File: config.mk
export PLATFORM = sky130hd
export DESIGN_NAME = ocx_channel
export DESIGN_NICKNAME = d
export VERILOG_FILES = /design/src/rtl/ocx_pkg.sv /design/src/rtl/ocx_byte_join.sv /design/src/rtl/ocx_value_regs.sv /design/src/rtl/ocx_match_unit.sv /design/src/rtl/ocx_flag_unit.sv /design/src/rtl/ocx_channel.sv
export SDC_FILE = /design/constraint.sdc
export NUM_CORES = 1
export LEC_CHECK = 0
export ABC_CLOCK_PERIOD_IN_PS = 1750
export BUFFER_PORTS_ARGS = -buffer_cell sky130_fd_sc_hd__clkbuf_2
export CORE_UTILIZATION = 54
export DETAILED_ROUTE_END_ITERATION = 8
export PLACE_DENSITY = 0.9
export SLEW_MARGIN = 20
export SYNTH_ARGS = -nofsm -noshare
export SYNTH_HDL_FRONTEND = slang
export SYNTH_HIERARCHICAL = 1
export SYNTH_SLANG_ARGS = --single-unit
File: constraint.sdc
create_clock -name clk -period 1.75 [get_ports clk]
set_clock_uncertainty 0.05 [all_clocks]
set_input_delay 0.0875 -clock clk [delete_from_list [all_inputs] [get_ports clk]]
set_output_delay 0.0875 -clock clk [all_outputs]
set_load 0.005 [all_outputs]
File: src/rtl/ocx_pkg.sv
// Shared definitions for the timer compare channel.
// Assumes the compare word is exactly two bus bytes wide.
package ocx_pkg;

    localparam int BUS_W    = 8;
    localparam int CMP_W    = 2 * BUS_W;
    localparam int FLAG_BIT = 0;

    typedef enum logic [1:0] {
        MODE_FREE    = 2'b00,
        MODE_CLRMAT  = 2'b01,
        MODE_PWM_SGL = 2'b10,
        MODE_PWM_DBL = 2'b11
    } ocx_mode_e;

    // True for the modes that route writes through the shadow buffer.
    function automatic logic mode_buffered(ocx_mode_e m);
        return (m == MODE_PWM_SGL) || (m == MODE_PWM_DBL);
    endfunction

endpackage

File: src/rtl/ocx_byte_join.sv
// Assembles a wide word from two byte writes through a high-byte latch.
// Assumes the low-byte write is the commit; the latch keeps its value after a commit.
module ocx_byte_join #(
    parameter int BUS_W = 8,
    localparam int WORD_W = 2 * BUS_W
) (
    input  logic              clk,
    input  logic              rst_n,
    input  logic [BUS_W-1:0]  dat_i,
    input  logic              wr_hi_i,
    output logic [BUS_W-1:0]  tmp_o,
    output logic [WORD_W-1:0] word_o
);

    logic [BUS_W-1:0] tmp_q;

    // Capture the high byte on its strobe.
    always_ff @(posedge clk) begin
        if (!rst_n)       tmp_q <= '0;
        else if (wr_hi_i) tmp_q <= dat_i;
    end

    // The word presented for commit pairs the latched byte with the bus.
    always_comb word_o = {tmp_q, dat_i};

    assign tmp_o = tmp_q;

endmodule

File: src/rtl/ocx_value_regs.sv
// Holds the shadow buffer and the active compare register.
// Assumes 'buffered' is decoded from the mode and 'upd_evt_i' is already the selected event.
module ocx_value_regs #(
    parameter int W = 16
) (
    input  logic         clk,
    input  logic         rst_n,
    input  logic         buffered_i,
    input  logic         commit_i,
    input  logic [W-1:0] word_i,
    input  logic         upd_evt_i,
    output logic [W-1:0] act_o
);

    logic [W-1:0] buf_q;
    logic [W-1:0] act_q;

    // Shadow buffer: takes every commit, in all modes, so it mirrors the last write.
    always_ff @(posedge clk) begin
        if (!rst_n)        buf_q <= '0;
        else if (commit_i) buf_q <= word_i;
    end

    // Active register: direct load when unbuffered, otherwise copy at the update event.
    always_ff @(posedge clk) begin
        if (!rst_n) begin
            act_q <= '0;
        end else if (buffered_i) begin
            if (upd_evt_i) act_q <= buf_q;
        end else begin
            act_q <= commit_i ? word_i : buf_q;
        end
    end

    assign act_o = act_q;

endmodule

File: src/rtl/ocx_match_unit.sv
// Compares the count with the active value and forms a first-hit pulse.
// Assumes a repeated identical count means a stopped counter, not a new hit.
module ocx_match_unit #(
    parameter int W = 16
) (
    input  logic         clk,
    input  logic         rst_n,
    input  logic [W-1:0] cnt_i,
    input  logic [W-1:0] cmp_i,
    output logic         hit_now_o,
    output logic         match_o
);

    logic         eq;
    logic         eq_q;
    logic [W-1:0] cnt_q;
    logic         match_q;

    // A new hit is equality that was not already seen on this same count.
    always_comb begin
        eq        = (cnt_i == cmp_i);
        hit_now_o = eq && !(eq_q && (cnt_i == cnt_q));
    end

    // Remember the last comparison and register the pulse.
    always_ff @(posedge clk) begin
        if (!rst_n) begin
            eq_q    <= 1'b0;
            cnt_q   <= '0;
            match_q <= 1'b0;
        end else begin
            eq_q    <= eq;
            cnt_q   <= cnt_i;
            match_q <= hit_now_o;
        end
    end

    assign match_o = match_q;

endmodule

File: src/rtl/ocx_flag_unit.sv
// Sticky compare flag with set priority over clear.
// Assumes the clear request is already qualified (acknowledge or write of one).
module ocx_flag_unit (
    input  logic clk,
    input  logic rst_n,
    input  logic set_i,
    input  logic clr_i,
    output logic flag_o
);

    logic flag_q;

    // Set wins over clear; otherwise hold.
    always_ff @(posedge clk) begin
        if (!rst_n)     flag_q <= 1'b0;
        else if (set_i) flag_q <= 1'b1;
        else if (clr_i) flag_q <= 1'b0;
    end

    assign flag_o = flag_q;

endmodule

File: src/rtl/ocx_channel.sv
// Top of the compare channel: byte assembly, buffered compare value, match and flag.
// Assumes top_i/bot_i are single-cycle strobes from the counter.
module ocx_channel
    import ocx_pkg::*;
(
    input  logic             clk,
    input  logic             rst_n,
    input  logic [BUS_W-1:0] dat_i,
    input  logic             wr_hi_i,
    input  logic             wr_lo_i,
    input  logic             flag_wr_i,
    input  logic             irq_ack_i,
    input  logic [1:0]       mode_i,
    input  logic             upd_bot_i,
    input  logic [CMP_W-1:0] cnt_i,
    input  logic             top_i,
    input  logic             bot_i,
    output logic             match_o,
    output logic             flag_o,
    output logic             irq_o,
    output logic [CMP_W-1:0] cmp_val_o
);

    logic [BUS_W-1:0] tmp_q;
    logic [CMP_W-1:0] word;
    logic             buffered;
    logic             upd_evt;
    logic             hit_now;
    logic             flag_clr;

    // Decode mode, update event and flag clear request.
    always_comb begin
        buffered = mode_buffered(ocx_mode_e'(mode_i));
        upd_evt  = upd_bot_i ? bot_i : top_i;
        flag_clr = irq_ack_i | (flag_wr_i & dat_i[FLAG_BIT]);
    end

    ocx_byte_join #(.BUS_W(BUS_W)) u_join (
        .clk     (clk),
        .rst_n   (rst_n),
        .dat_i   (dat_i),
        .wr_hi_i (wr_hi_i),
        .tmp_o   (tmp_q),
        .word_o  (word)
    );

    ocx_value_regs #(.W(CMP_W)) u_regs (
        .clk        (clk),
        .rst_n      (rst_n),
        .buffered_i (buffered),
        .commit_i   (wr_lo_i),
        .word_i     (word),
        .upd_evt_i  (upd_evt),
        .act_o      (cmp_val_o)
    );

    ocx_match_unit #(.W(CMP_W)) u_match (
        .clk       (clk),
        .rst_n     (rst_n),
        .cnt_i     (cnt_i),
        .cmp_i     (cmp_val_o),
        .hit_now_o (hit_now),
        .match_o   (match_o)
    );

    ocx_flag_unit u_flag (
        .clk    (clk),
        .rst_n  (rst_n),
        .set_i  (hit_now),
        .clr_i  (flag_clr),
        .flag_o (flag_o)
    );

    assign irq_o = flag_o;

endmodule

==> flow_summary.ini <==
[critical_path]
path_cells = dlygate4sd3_1, clkbuf_2, xnor2_1, nand4_1, nor4_4, a21oi_1, o21a_1
critPathRequiredTime_ns = 1.92
crit_path_max_incr_delay_ns = 0.57
r2r_start = u_regs/act_o[12]
rrSetupSlack_ns = 0.21
cp.arrival_ns = 1.82
cp_max_fo = 3
reg2reg_to = u_flag/flag_o
crit_path_start_kind = input pin
path_buf_inv = 2
ff2ff_path_depth = 5
path_class = in2reg
cp_slowest_cell = dlygate4sd3_1
critical_path.endpoint_type = flop
path_delay_family = buffers and inverters

[logic_synthesis]
syn_area_um2 = 2640
avgSynthCellArea_um2 = 10.4
async_flop_share_pct = 0
synthTopCellsByArea = dfxtp_1, mux2i_1, buf_4
ys_ff_latch = 59
synth_cell_type_count = 33
synth_edf_count = 0
yosysMostFrequentCell = dfxtp_1
yosysTopAreaCell = dfxtp_1
synthCells = 255
yosysWarnings = 6
synth_fp_nets = 290
seq_area_frac_synth_pct = 44.7
synth_top_area_share_pct = 44.7
netlist_top_cells_count = dfxtp_1, mux2i_1, nor2b_1
synthFlopType = dfxtp_1

[timing]
slew_headroom_pct = 46.4
tightestPinTransition_ns = 0.804
hold_viol = 0
hold_ws_ns = 0.0178
min_period_ns = 1.65
setup_ws_ns = 0.100
setup_viol = 0
finalMaxSlewViolations = 0
fmax_ghz = 0.606
finalCritPeriodShare_pct = 94.3
rsz0062_at_grt = no
fin_tns_setup_ns = 0

[clock_network]
clock_latency_ns = 0.33
cts_made_buffers = 9
cts_buffer_depth = 2
cts_tree = yes
cts.sinks = 59
cts-htree-levels = 3
path_clk_slew_ns = 0.06
clockRootBuffer = clkbuf_8

[hold_path]
hold_path_class = in2reg
whs_endpoint = u_match/cnt_q[4]
hold_depth = 2
hold_start = cnt_i[4]

[global_route]
grt_max_degree = 51
antenna_found_initial = 0
grt_pass1_vias = 1926
grt_pass1_wl_mm = 9.28
grt-ovfl-total = 0
track_usage_pct = 24.0

[die]
rows = 25
io_pins = 54
start_util_pct = 55.9
die_y_um = 71.9
core_area_um2 = 4720
die-area_um2 = 5170
die_width_um = 71.9

[detailed_routing]
routed_wirelength_mm = 6.03
first_pass_iters = 4
via_count = 1978
wl_per_cell_um = 15.8
vias_per_cell = 5.19
drtAntennaViolNets = 0
drcViolationCount = 0
detail_route.iter0.violations = 109

[power_and_ir_drop]
p_clk_share_pct = 37.9
ir_worst_vdd_mv = 0.465
totalPowerFinal_w = 0.00307
p_switching_w = 0.000764
combPwrFrac_pct = 13.8
pwr-share-seq_pct = 48.3
power_density_nw_per_um2 = 962
power.leakage_nw = 1.41
switching_share_pct = 24.9
p_int_w = 0.00230

[flow_run]
drv_cap = 0

[layout]
area_growth_pct = 20.7
diodes = 0
final_nets = 344
fill_cells = 352
drive_above_1_share_pct = 26.4

[place]
gp_congestion = 0.748
place_ws_ns = 0.232
dpl.hpwl_mm = 3.99
port_buffers = 52

[run_status]
run_status = finished, final reports clean
[layer usage]
| metal | wire length [um] | vias to the layer above | global-route usage, % |
|---|---|---|---|
| li1 | - | 970 | - |
| met1 | 2590 | 947 | 28.5 |
| met2 | 3130 | 53 | 42.2 |
| met3 | 256 | 8 | 4.86 |
| met4 | 52 | 0 | 10.2 |
| met5 | 0 | - | 0 |
[flip-flops by register name, indices dropped and copies added (netlist names)]
| name | cells |
|---|---|
| u_regs/buf_q | 16 |
| u_join/tmp_o | 8 |
| u_regs/act_o | 16 |
| u_match/eq_q | 1 |
| u_match/match_o | 1 |
| u_flag/flag_o | 1 |
| u_match/cnt_q | 16 |
[area by class of cell]
type / count / area [um2] / share of cell area, %
Clock inverter: 1 / 5.00 / 0.157
Sequential cell: 59 / 1180 / 37.0
Timing Repair Buffer: 72 / 448 / 14.1
Clock buffer: 15 / 186 / 5.85
Inverter: 1 / 3.75 / 0.118
Multi-Input combinational cell: 166 / 1280 / 40.1
Tap cell: 67 / 83.8 / 2.63
[power by group through the flow]
| stage | clock [W] | combinational (W) | sequential [W] |
|---|---|---|---|
| floorplan | 0 | 0.000278 | 0.00149 |
| global placement | 0 | 0.000370 | 0.00150 |
| detailed placement | 0 | 0.000385 | 0.00151 |
| CTS | 0.00117 | 0.000415 | 0.00148 |
| global route | 0.00123 | 0.000460 | 0.00149 |
| finish | 0.00116 | 0.000423 | 0.00148 |
[cell families (layout without fill, tap and decap cells)]
kind of cell / after synthesis / count (layout) / share of synthesized area, %
xor gates and xnor gates: 32 / 32 / 10.6
and+or+nand+nor: 87 / 87 / 20.1
DFF: 59 / 59 / 44.7
AOI/OAI and AO/OA: 20 / 20 / 6.63
buffers and inverters: 30 / 89 / 7.44
muxes: 27 / 27 / 10.5
[layout by cell type (no fill, tap or decap), types with 4 or more instances in the layout]
master	n
xnor2_1	15
nor2b_1	22
o221ai_1	14
and2_1	17
clkbuf_2	52
dfxtp_1	59
nor2_1	15
xor2_1	16
nor3_1	14
dlygate4sd3_1	15
mux2i_1	24
clkbuf_8	13
nand4_1	4
buf_4	5
[how the worst max path moves through the flow]
stage / startpoint / to / slack, ns / cells past startpoint
2_1_floorplan: u_match/cnt_q[1] / u_flag/flag_o / 0.44 / 5
3_3_place_gp: u_match/cnt_q[12] / u_flag/flag_o / 0.29 / 5
3_5_place_dp: upd_bot_i / u_regs/act_o[7] / 0.23 / 5
4_1_cts: cnt_i[15] / u_flag/flag_o / 0.14 / 7
5_1_grt: cnt_i[12] / u_flag/flag_o / 0.02 / 7
6_report: cnt_i[2] / u_flag/flag_o / 0.10 / 7
[metrics by stage]
step	util, %	cells	cell area [um2]
floorplan	-	255	2640
global placement	59.9	350	2830
detailed placement	59.9	350	2830
CTS	67.2	381	3170
global route	67.5	381	3190
finish	67.5	381	3190
[timing repair]
| action | CTS | global route |
|---|---|---|
| gates resized for setup | 0 | 2 |
| buffers inserted | 0 | 0 |
| setup endpoints to repair | 0 | 1 |
| endpoints found under the hold margin | 15 | 0 |
| hold buffers | 15 | 0 |
No activity file was read; power rests on OpenSTA's default activity.
